[src/rtl/timer_bank_pkg.sv]
package timer_bank_pkg;
  localparam int unsigned TMR_N = 7;
  localparam int unsigned TMR_W = 8;
  localparam int unsigned BUS_W = 8;
  localparam logic [7:0] ADR_STATUS   = 8'hA0;
  localparam logic [7:0] ADR_PRESCALE = 8'hA1;
  localparam logic [7:0] ADR_CTRL     = 8'hA4;
  localparam logic [7:0] ADR_RELOAD0  = 8'hA9;
endpackage

[src/rtl/timer_bank_tick.sv]
// Shared tick: every clock, or every second clock from a toggle flop.
module timer_bank_tick (
  input  logic clk,
  input  logic rst_n,
  input  logic div2,
  output logic tick
);
  logic half_q;

  always_ff @(posedge clk) begin
    if (!rst_n) half_q <= 1'b0;
    else        half_q <= ~half_q;
  end

  assign tick = div2 ? half_q : 1'b1;
endmodule

[src/rtl/timer_bank_down.sv]
// One down-counter with reload and registered underflow pulse.
module timer_bank_down #(
  parameter int unsigned W = 8
) (
  input  logic         clk,
  input  logic         rst_n,
  input  logic         en,
  input  logic [W-1:0] reload,
  output logic         uf
);
  logic [W-1:0] cnt_q;
  logic         at_zero;

  assign at_zero = (cnt_q == '0);

  always_ff @(posedge clk) begin
    if (!rst_n) begin
      cnt_q <= '0;
      uf    <= 1'b0;
    end else begin
      uf <= en && at_zero;
      if (en) cnt_q <= at_zero ? reload : cnt_q - 1'b1;
    end
  end
endmodule

[src/rtl/timer_bank_regs.sv]
// Register file: control, prescale, reloads, status flags, read mux.
module timer_bank_regs
  import timer_bank_pkg::*;
#(
  parameter int unsigned N = TMR_N,
  parameter int unsigned W = TMR_W
) (
  input  logic                clk,
  input  logic                rst_n,
  input  logic                bus_wr,
  input  logic                bus_rd,
  input  logic [BUS_W-1:0]    bus_addr,
  input  logic [BUS_W-1:0]    bus_wdata,
  output logic [BUS_W-1:0]    bus_rdata,
  input  logic [N-1:0]        uf,
  output logic [BUS_W-1:0]    ctrl_q,
  output logic                div2_q,
  output logic [N-1:0][W-1:0] reload_q,
  output logic [N-1:0]        flags_q,
  output logic                irq_req
);
  logic             stat_rd;
  logic [BUS_W-1:0] rd_mux;

  assign stat_rd = bus_rd && (bus_addr == ADR_STATUS);

  always_comb begin
    rd_mux = '0;
    if (bus_addr == ADR_STATUS)   rd_mux = BUS_W'(flags_q);
    if (bus_addr == ADR_PRESCALE) rd_mux = BUS_W'(div2_q);
    if (bus_addr == ADR_CTRL)     rd_mux = ctrl_q;
    for (int i = 0; i < N; i++) begin
      if (bus_addr == ADR_RELOAD0 + BUS_W'(i)) rd_mux = BUS_W'(reload_q[i]);
    end
  end

  always_ff @(posedge clk) begin
    if (!rst_n) begin
      ctrl_q    <= '0;
      div2_q    <= 1'b1;
      flags_q   <= '0;
      bus_rdata <= '0;
    end else begin
      bus_rdata <= bus_rd ? rd_mux : '0;
      flags_q   <= (stat_rd ? '0 : flags_q) | uf;
      if (bus_wr && bus_addr == ADR_CTRL)     ctrl_q <= bus_wdata;
      if (bus_wr && bus_addr == ADR_PRESCALE) div2_q <= bus_wdata[0];
    end
  end

  for (genvar g = 0; g < N; g++) begin : g_rel
    always_ff @(posedge clk) begin
      if (!rst_n) reload_q[g] <= '0;
      else if (bus_wr && bus_addr == ADR_RELOAD0 + BUS_W'(g))
        reload_q[g] <= W'(bus_wdata);
    end
  end

  assign irq_req = (flags_q != '0) && (ctrl_q[1:0] != 2'b00);
endmodule

[src/rtl/timer_bank.sv]
module timer_bank
  import timer_bank_pkg::*;
#(
  parameter int unsigned N = TMR_N,
  parameter int unsigned W = TMR_W
) (
  input  logic             clk,
  input  logic             rst_n,
  input  logic             bus_wr,
  input  logic             bus_rd,
  input  logic [BUS_W-1:0] bus_addr,
  input  logic [BUS_W-1:0] bus_wdata,
  output logic [BUS_W-1:0] bus_rdata,
  output logic [N-1:0]     tmr_pulse,
  output logic             irq_req,
  output logic [1:0]       irq_level
);
  logic                shared_tick;
  logic                div2_q;
  logic [BUS_W-1:0]    ctrl_q;
  logic [N-1:0][W-1:0] reload_q;
  logic [N-1:0]        flags_q;
  logic [N-1:0]        tmr_en;

  timer_bank_tick u_tick (
    .clk  (clk),
    .rst_n(rst_n),
    .div2 (div2_q),
    .tick (shared_tick)
  );

  timer_bank_regs #(.N(N), .W(W)) u_regs (
    .clk      (clk),
    .rst_n    (rst_n),
    .bus_wr   (bus_wr),
    .bus_rd   (bus_rd),
    .bus_addr (bus_addr),
    .bus_wdata(bus_wdata),
    .bus_rdata(bus_rdata),
    .uf       (tmr_pulse),
    .ctrl_q   (ctrl_q),
    .div2_q   (div2_q),
    .reload_q (reload_q),
    .flags_q  (flags_q),
    .irq_req  (irq_req)
  );

  // Timer 1 always counts the shared tick; the others may follow timer 1.
  for (genvar g = 0; g < N; g++) begin : g_tmr
    if (g == 0) begin : g_base
      assign tmr_en[g] = shared_tick;
    end else begin : g_casc
      assign tmr_en[g] = ctrl_q[g+1] ? tmr_pulse[0] : shared_tick;
    end
    timer_bank_down #(.W(W)) u_down (
      .clk   (clk),
      .rst_n (rst_n),
      .en    (tmr_en[g]),
      .reload(reload_q[g]),
      .uf    (tmr_pulse[g])
    );
  end

  assign irq_level = ctrl_q[1:0];
endmodule

[config.mk]
export PLATFORM = sky130hd
export DESIGN_NAME = timer_bank
export DESIGN_NICKNAME = d
export VERILOG_FILES = /design/src/rtl/timer_bank_pkg.sv /design/src/rtl/timer_bank_tick.sv /design/src/rtl/timer_bank_down.sv /design/src/rtl/timer_bank_regs.sv /design/src/rtl/timer_bank.sv
export SDC_FILE = /design/constraint.sdc
export NUM_CORES = 1
export LEC_CHECK = 0
export BUFFER_PORTS_ARGS = -buffer_cell sky130_fd_sc_hd__buf_2
export CAP_MARGIN = 20
export CORE_MARGIN = 4
export CORE_UTILIZATION = 50
export DETAILED_ROUTE_END_ITERATION = 10
export HOLD_SLACK_MARGIN = 0.08
export PLACE_DENSITY = 0.73
export SETUP_SLACK_MARGIN = 0.05
export SYNTH_ARGS = -nofsm -noshare
export SYNTH_HDL_FRONTEND = slang
export SYNTH_HIERARCHICAL = 1
export SYNTH_SLANG_ARGS = --single-unit
[constraint.sdc]
create_clock -name clk -period 4.1 [get_ports clk]
set_input_delay 0.82 -clock clk [delete_from_list [all_inputs] [get_ports clk]]
set_output_delay 0.82 -clock clk [all_outputs]
set_load 0.03 [all_outputs]
# ---- After elaboration in Yosys (flattened, before gate mapping)
# Index checks and enable logic that the tools add are counted.
# W data, S select, Z words.
dict set report op_classes {
  bitwise_logic 2
  eq_ne 10
  reduce_logical 28
  n_addsub 7
  mux 25
}
# operator n
set op_table {}
lappend op_table {{$mux W8} 15}
lappend op_table {{$eq A8 B8 Y1 const B} 10}
lappend op_table {{$logic_not A8 Y1} 7}
lappend op_table {{$sub A8 B1 Y8 const B} 7}
lappend op_table {{$mux W7} 3}
lappend op_table {{$logic_and A1 B1 Y1} 18}
lappend op_table {{$mux W1} 7}
lappend op_table {{$or A7 B7 Y7} 1}
lappend op_table {{$reduce_bool A7 Y1} 1}
lappend op_table {{$reduce_and A2 Y1} 1}
lappend op_table {{$reduce_bool A2 Y1} 1}
lappend op_table {{$not A1 Y1} 1}
dict set report word_totals {
  input_bits 20
  word_cells 98
  regBits 144
}

# ---- Depth between registers and ports, before layout
dict set report depth {
  depth_word 11
  depth_mapped 8
}

# ---- Hierarchy
# Netlist, hierarchy kept.
# mod area_per_inst_um2 n_inst cells_each seq_area_each_um2
set modules_own_cells {}
lappend modules_own_cells {timer_bank_regs 3833.7 1 405 1601.5}
lappend modules_own_cells {{timer_bank_down at g_tmr[0].u_down ...} 526.8 6 57 180.2}
lappend modules_own_cells {{timer_bank_down at g_tmr[1].u_down} 536.8 1 59 180.2}
lappend modules_own_cells {timer_bank 67.6 1 6 0.0}
lappend modules_own_cells {timer_bank_tick 32.5 1 3 20.0}

# ---- Worst setup path before layout
# OpenSTA, ideal clock, no wires.
dict set report synth_timing {
  path_kind {reg2reg}
  from {reg u_tick.half_q}
  to {reg g_tmr[1].u_down.cnt_q[7]}
  slack_ps 1970
  path_buffers 1
  stages_incl_launch_ff 8
  arrival_time_ps 2016
  synth_period_minus_slack_ps 2130
  t_required_ps 3985
  path_cell_list {dfxtp_1 > nand2b_1 > mux2_2 > or4b_1 > buf_2 > nor3b_1 > nor3_1 > a2111oi_0}
}
dict set report synth_via {
  elab_chain_len 2
}
# element line_no
set synth_lines {}
lappend synth_lines {{start, declared} timer_bank_tick.sv:8} ;# logic half_q;
lappend synth_lines {{start signal, assigned} timer_bank_tick.sv:12} ;# else half_q <= ~half_q;
lappend synth_lines {{$mux W1} timer_bank_tick.sv:15} ;# assign tick = div2 ? half_q : 1'b1;
lappend synth_lines {{net shared_tick} timer_bank.sv:18} ;# logic shared_tick;
lappend synth_lines {{$mux W1} timer_bank.sv:53} ;# assign tmr_en[g] = ctrl_q[g+1] ? tmr_pulse[0] : shared_tick;
lappend synth_lines {{net tmr_en[1]} timer_bank.sv:23} ;# logic [N-1:0] tmr_en;
lappend synth_lines {{end signal, assigned} timer_bank_down.sv:22} ;# if (en) cnt_q <= at_zero ? reload : cnt_q - 1'b1;
lappend synth_lines {{end, declared} timer_bank_down.sv:11} ;# logic [W-1:0] cnt_q;
# The timed path passes the listed nets, and every way through them passes these cells.
# A chain may end at the register's enable or synchronous reset.

# ---- Worst setup path in the final report
dict set report layout_timing {
  from {in bus_addr[6]}
  to {reg u_regs/reload_q[46] (netlist bit)}
}
dict set report layout_via {
  elab_chain_len 2
}
# element line_no
set layout_lines {}
lappend layout_lines {{start, declared} timer_bank.sv:11} ;# input logic [BUS_W-1:0] bus_addr,
lappend layout_lines {{$eq A8 B8 Y1} timer_bank_regs.sv:54} ;# else if (bus_wr && bus_addr == ADR_RELOAD0 + BUS_W'(g))
lappend layout_lines {{$logic_and A1 B1 Y1} timer_bank_regs.sv:54}
lappend layout_lines {{end signal, assigned by index} timer_bank_regs.sv:55} ;# reload_q[g] <= W'(bus_wdata);
lappend layout_lines {{end, declared} timer_bank_regs.sv:18} ;# output logic [N-1:0][W-1:0] reload_q,
# No other way between the ends.

==> results.cfg <==
[outcome]
outcome = finished clean

[yosys]
synth_flop_cell = dfxtp_1
syn_avg_cell_area_um2 = 9.36
synthesis.area_um2 = 7630
synth_area_leader_cell = dfxtp_1
synthSimpleGateAreaFrac = 0.242
synth-seq-cells = 144
synth_compound_area_frac = 0.144
synthXorXnorAreaFrac = 0
synthMuxAreaShare = 0.162
syn_inst = 815
synth-adder-area-share = 0.0230
synth_cell_types = 62
ys_top_cells_by_area = dfxtp_1 38%, mux2i_1 12%, nor2b_1 6.8%, a21oi_1 3.2%, nand2_1 3.0%
ys_seq_area_frac = 0.378
synth_top_family_by_area = simple AND/OR/NAND/NOR gates
synth-edff-count = 0
netlist.area_leader.share = 0.378
synthArstFlopShare = 0
synth_fp_nets = 849
ys.warnings.count = 6

[cells_and_area]
final_common_cell = dfxtp_1
fin_cells = 1026
layout_common_cells = 144 x dfxtp_1, 95 x mux2i_1, 83 x nor2b_1, 62 x nand2_1, 49 x a21oi_1
area.growth.synth_to_final_pct = 10.4
num-nets-final = 864
drive_gt1_frac = 0.164
antennaDiodeCount = 0

[detailed_routing]
route.detailed.drc = 0
num_vias = 6141
first_pass_iters = 5
via_per_inst = 5.99
wl_um = 18600
drt_iter0_drc = 564
wl_per_cell_um = 18.2
ant_nets = 0

[placement]
io_buffers = 37
dp.cells = 995
gp_congestion = 0.945
detailed_place_hpwl_um = 13100

[worst_setup_path]
crit_type = input pin to flop
cp.arrival_ps = 2960
crit_cells = 6
timing.rr.start = u_tick/half_q$_SDFF_PN0_
required_ps = 4400
start_kind = input pin
endpoint_kind = flop
critPathTopFamily = simple AND/OR/NAND/NOR gates
ff2ff_path_depth = 6
critPathBufInv = 1
slowest_stage = and4bb_1
cp_max_fo = 13
crit_path_start = bus_addr[6]
cp_cell_sequence = buf_2 > and4bb_1 > and3_1 > nand4b_1 > mux2i_1 > nor2b_1
cpPeakStageDelay_ps = 600

[timing]
fin_tns_setup_ps = 0
finClkSkew_ps = 11.1
slew_headroom = 0.467
hold_violations = 0
finalSetupViolations = 0
period_needed_ps = 2660
drv_slew = 0
grt_setup_unrepaired = no
max_freq_ghz = 0.376
finalCritPeriodShare = 0.650
worst_slew_pin_slew_ps = 793

[global_route]
overflow = 0
grt_pass1_vias = 5688
globalRouteTotalUtil = 0.214
antenna_found_initial = 0
grt_pass1_wl_um = 30100
grt_max_degree = 64

[floorplanning]
fp.dieH_um = 132
dieArea_um2 = 17300
ios = 38
rows = 44
start_util = 0.517
coreArea_um2 = 14800
die_w_um = 132

[clock_network]
cts_tree = yes
worst_skew_pair.late_latency_ps = 420
clock-sinks = 144
cts_max_level = 4
cts_root_buffer = clkbuf_16
holdBufCountCts = 0
cts_made_buffers = 17
path_clk_slew_ps = 60
clockBufferDepth = 2
postCtsSetupBuffers = 0
cts_resized = 0

[hold_path]
min_path_type = flop to flop
hold_start = u_tick/half_q$_SDFF_PN0_
hold_depth = 1

[job]
max_cap_violations = 0

[power_and_ir_drop]
peakVddDrop_mv = 0.483
powerDensity_nw_per_um2 = 504
p_leak_nw = 3.42
cells by family (layout without fill, tap and decap cells):
group | Yosys count | in the layout
compound gates | 164 | 164
flops | 144 | 144
simple gates | 297 | 297
mux | 117 | 117
fa+ha+maj | 14 | 14
buf+inv | 79 | 106
metal layers:
layer	track usage	vias up	routed length, µm
li1	-	3000	-
met1	0.297	2901	8730
met2	0.330	209	8300
met3	0.0508	31	1280
met4	0.0677	0	327
met5	0	-	0
report_power, final:
part | internal (mW) | switching, mW
Clock | 1.05 | 0.566
Combinational | 0.503 | 0.489
Sequential | 1.51 | 0.127
stage by stage:
stage          setup slack, ps  cell area (µm²)  power, mW  hold WS (ps)   util
6_report                  1440             8420       4.24           413  0.571
5_1_grt                   1220             8420       4.45           448  0.571
4_1_cts                   1480             8420       4.26           411  0.571
3_5_place_dp              1060             7800       2.64           402  0.529
3_3_place_gp              1090             7800       2.63           400  0.529
2_1_floorplan             1970             7630       2.54           383      -
worst register-to-register path, cell delays in order (launching register included):
cell,delay (ps)
dfxtp_1,320
nand2b_1,510
mux2_2,410
nand2b_1,140
nor4_1,620
nor3_1,120
a2111oi_1,360
synth_stat cells (8+ instances only):
cell type / instances
a21oi_1: 49
nor3_1: 29
mux2_2: 13
inv_1: 36
nand2b_1: 12
buf_6: 9
nor2_1: 18
nand2_1: 62
o21ai_0: 37
a21boi_1: 8
buf_2: 10
and2_1: 9
mux2i_1: 95
nor2b_1: 83
ha_1: 14
clkbuf_1: 18
a22oi_1: 11
nor4_1: 14
nand3_1: 11
dfxtp_1: 144
state kept, by name, summed over array words and instances, names as in the netlist:
| signal | cells |
|---|---|
| g_tmr.u_down/cnt_q | 56 |
| g_tmr.u_down/uf | 7 |
| u_regs/bus_rdata | 8 |
| u_regs/ctrl_q | 8 |
| u_regs/div2_q | 1 |
| u_regs/flags_q | 7 |
| u_regs/reload_q | 56 |
| u_tick/half_q | 1 |
path summary, 6_finish.rpt:
check,endpoint,slack (ps)
max,u_regs/reload_q[46]$_SDFFE_PN0P_,1440
min,u_tick/half_q$_SDFF_PN0_,410
max reg2reg,g_tmr[6].u_down/cnt_q[7]$_SDFFE_PN0P_,1500
min reg2reg,u_tick/half_q$_SDFF_PN0_,410
area by class of cell:
type | count | area [µm²]
fillers | 1330 | 6330
multi-input cells | 592 | 4350
flip-flops and latches | 144 | 2880
clock buffers | 21 | 460
well taps | 184 | 230
repair buffers | 39 | 203
clock inverters | 10 | 160
inverters | 36 | 135
(Power assumes the default switching activity.)
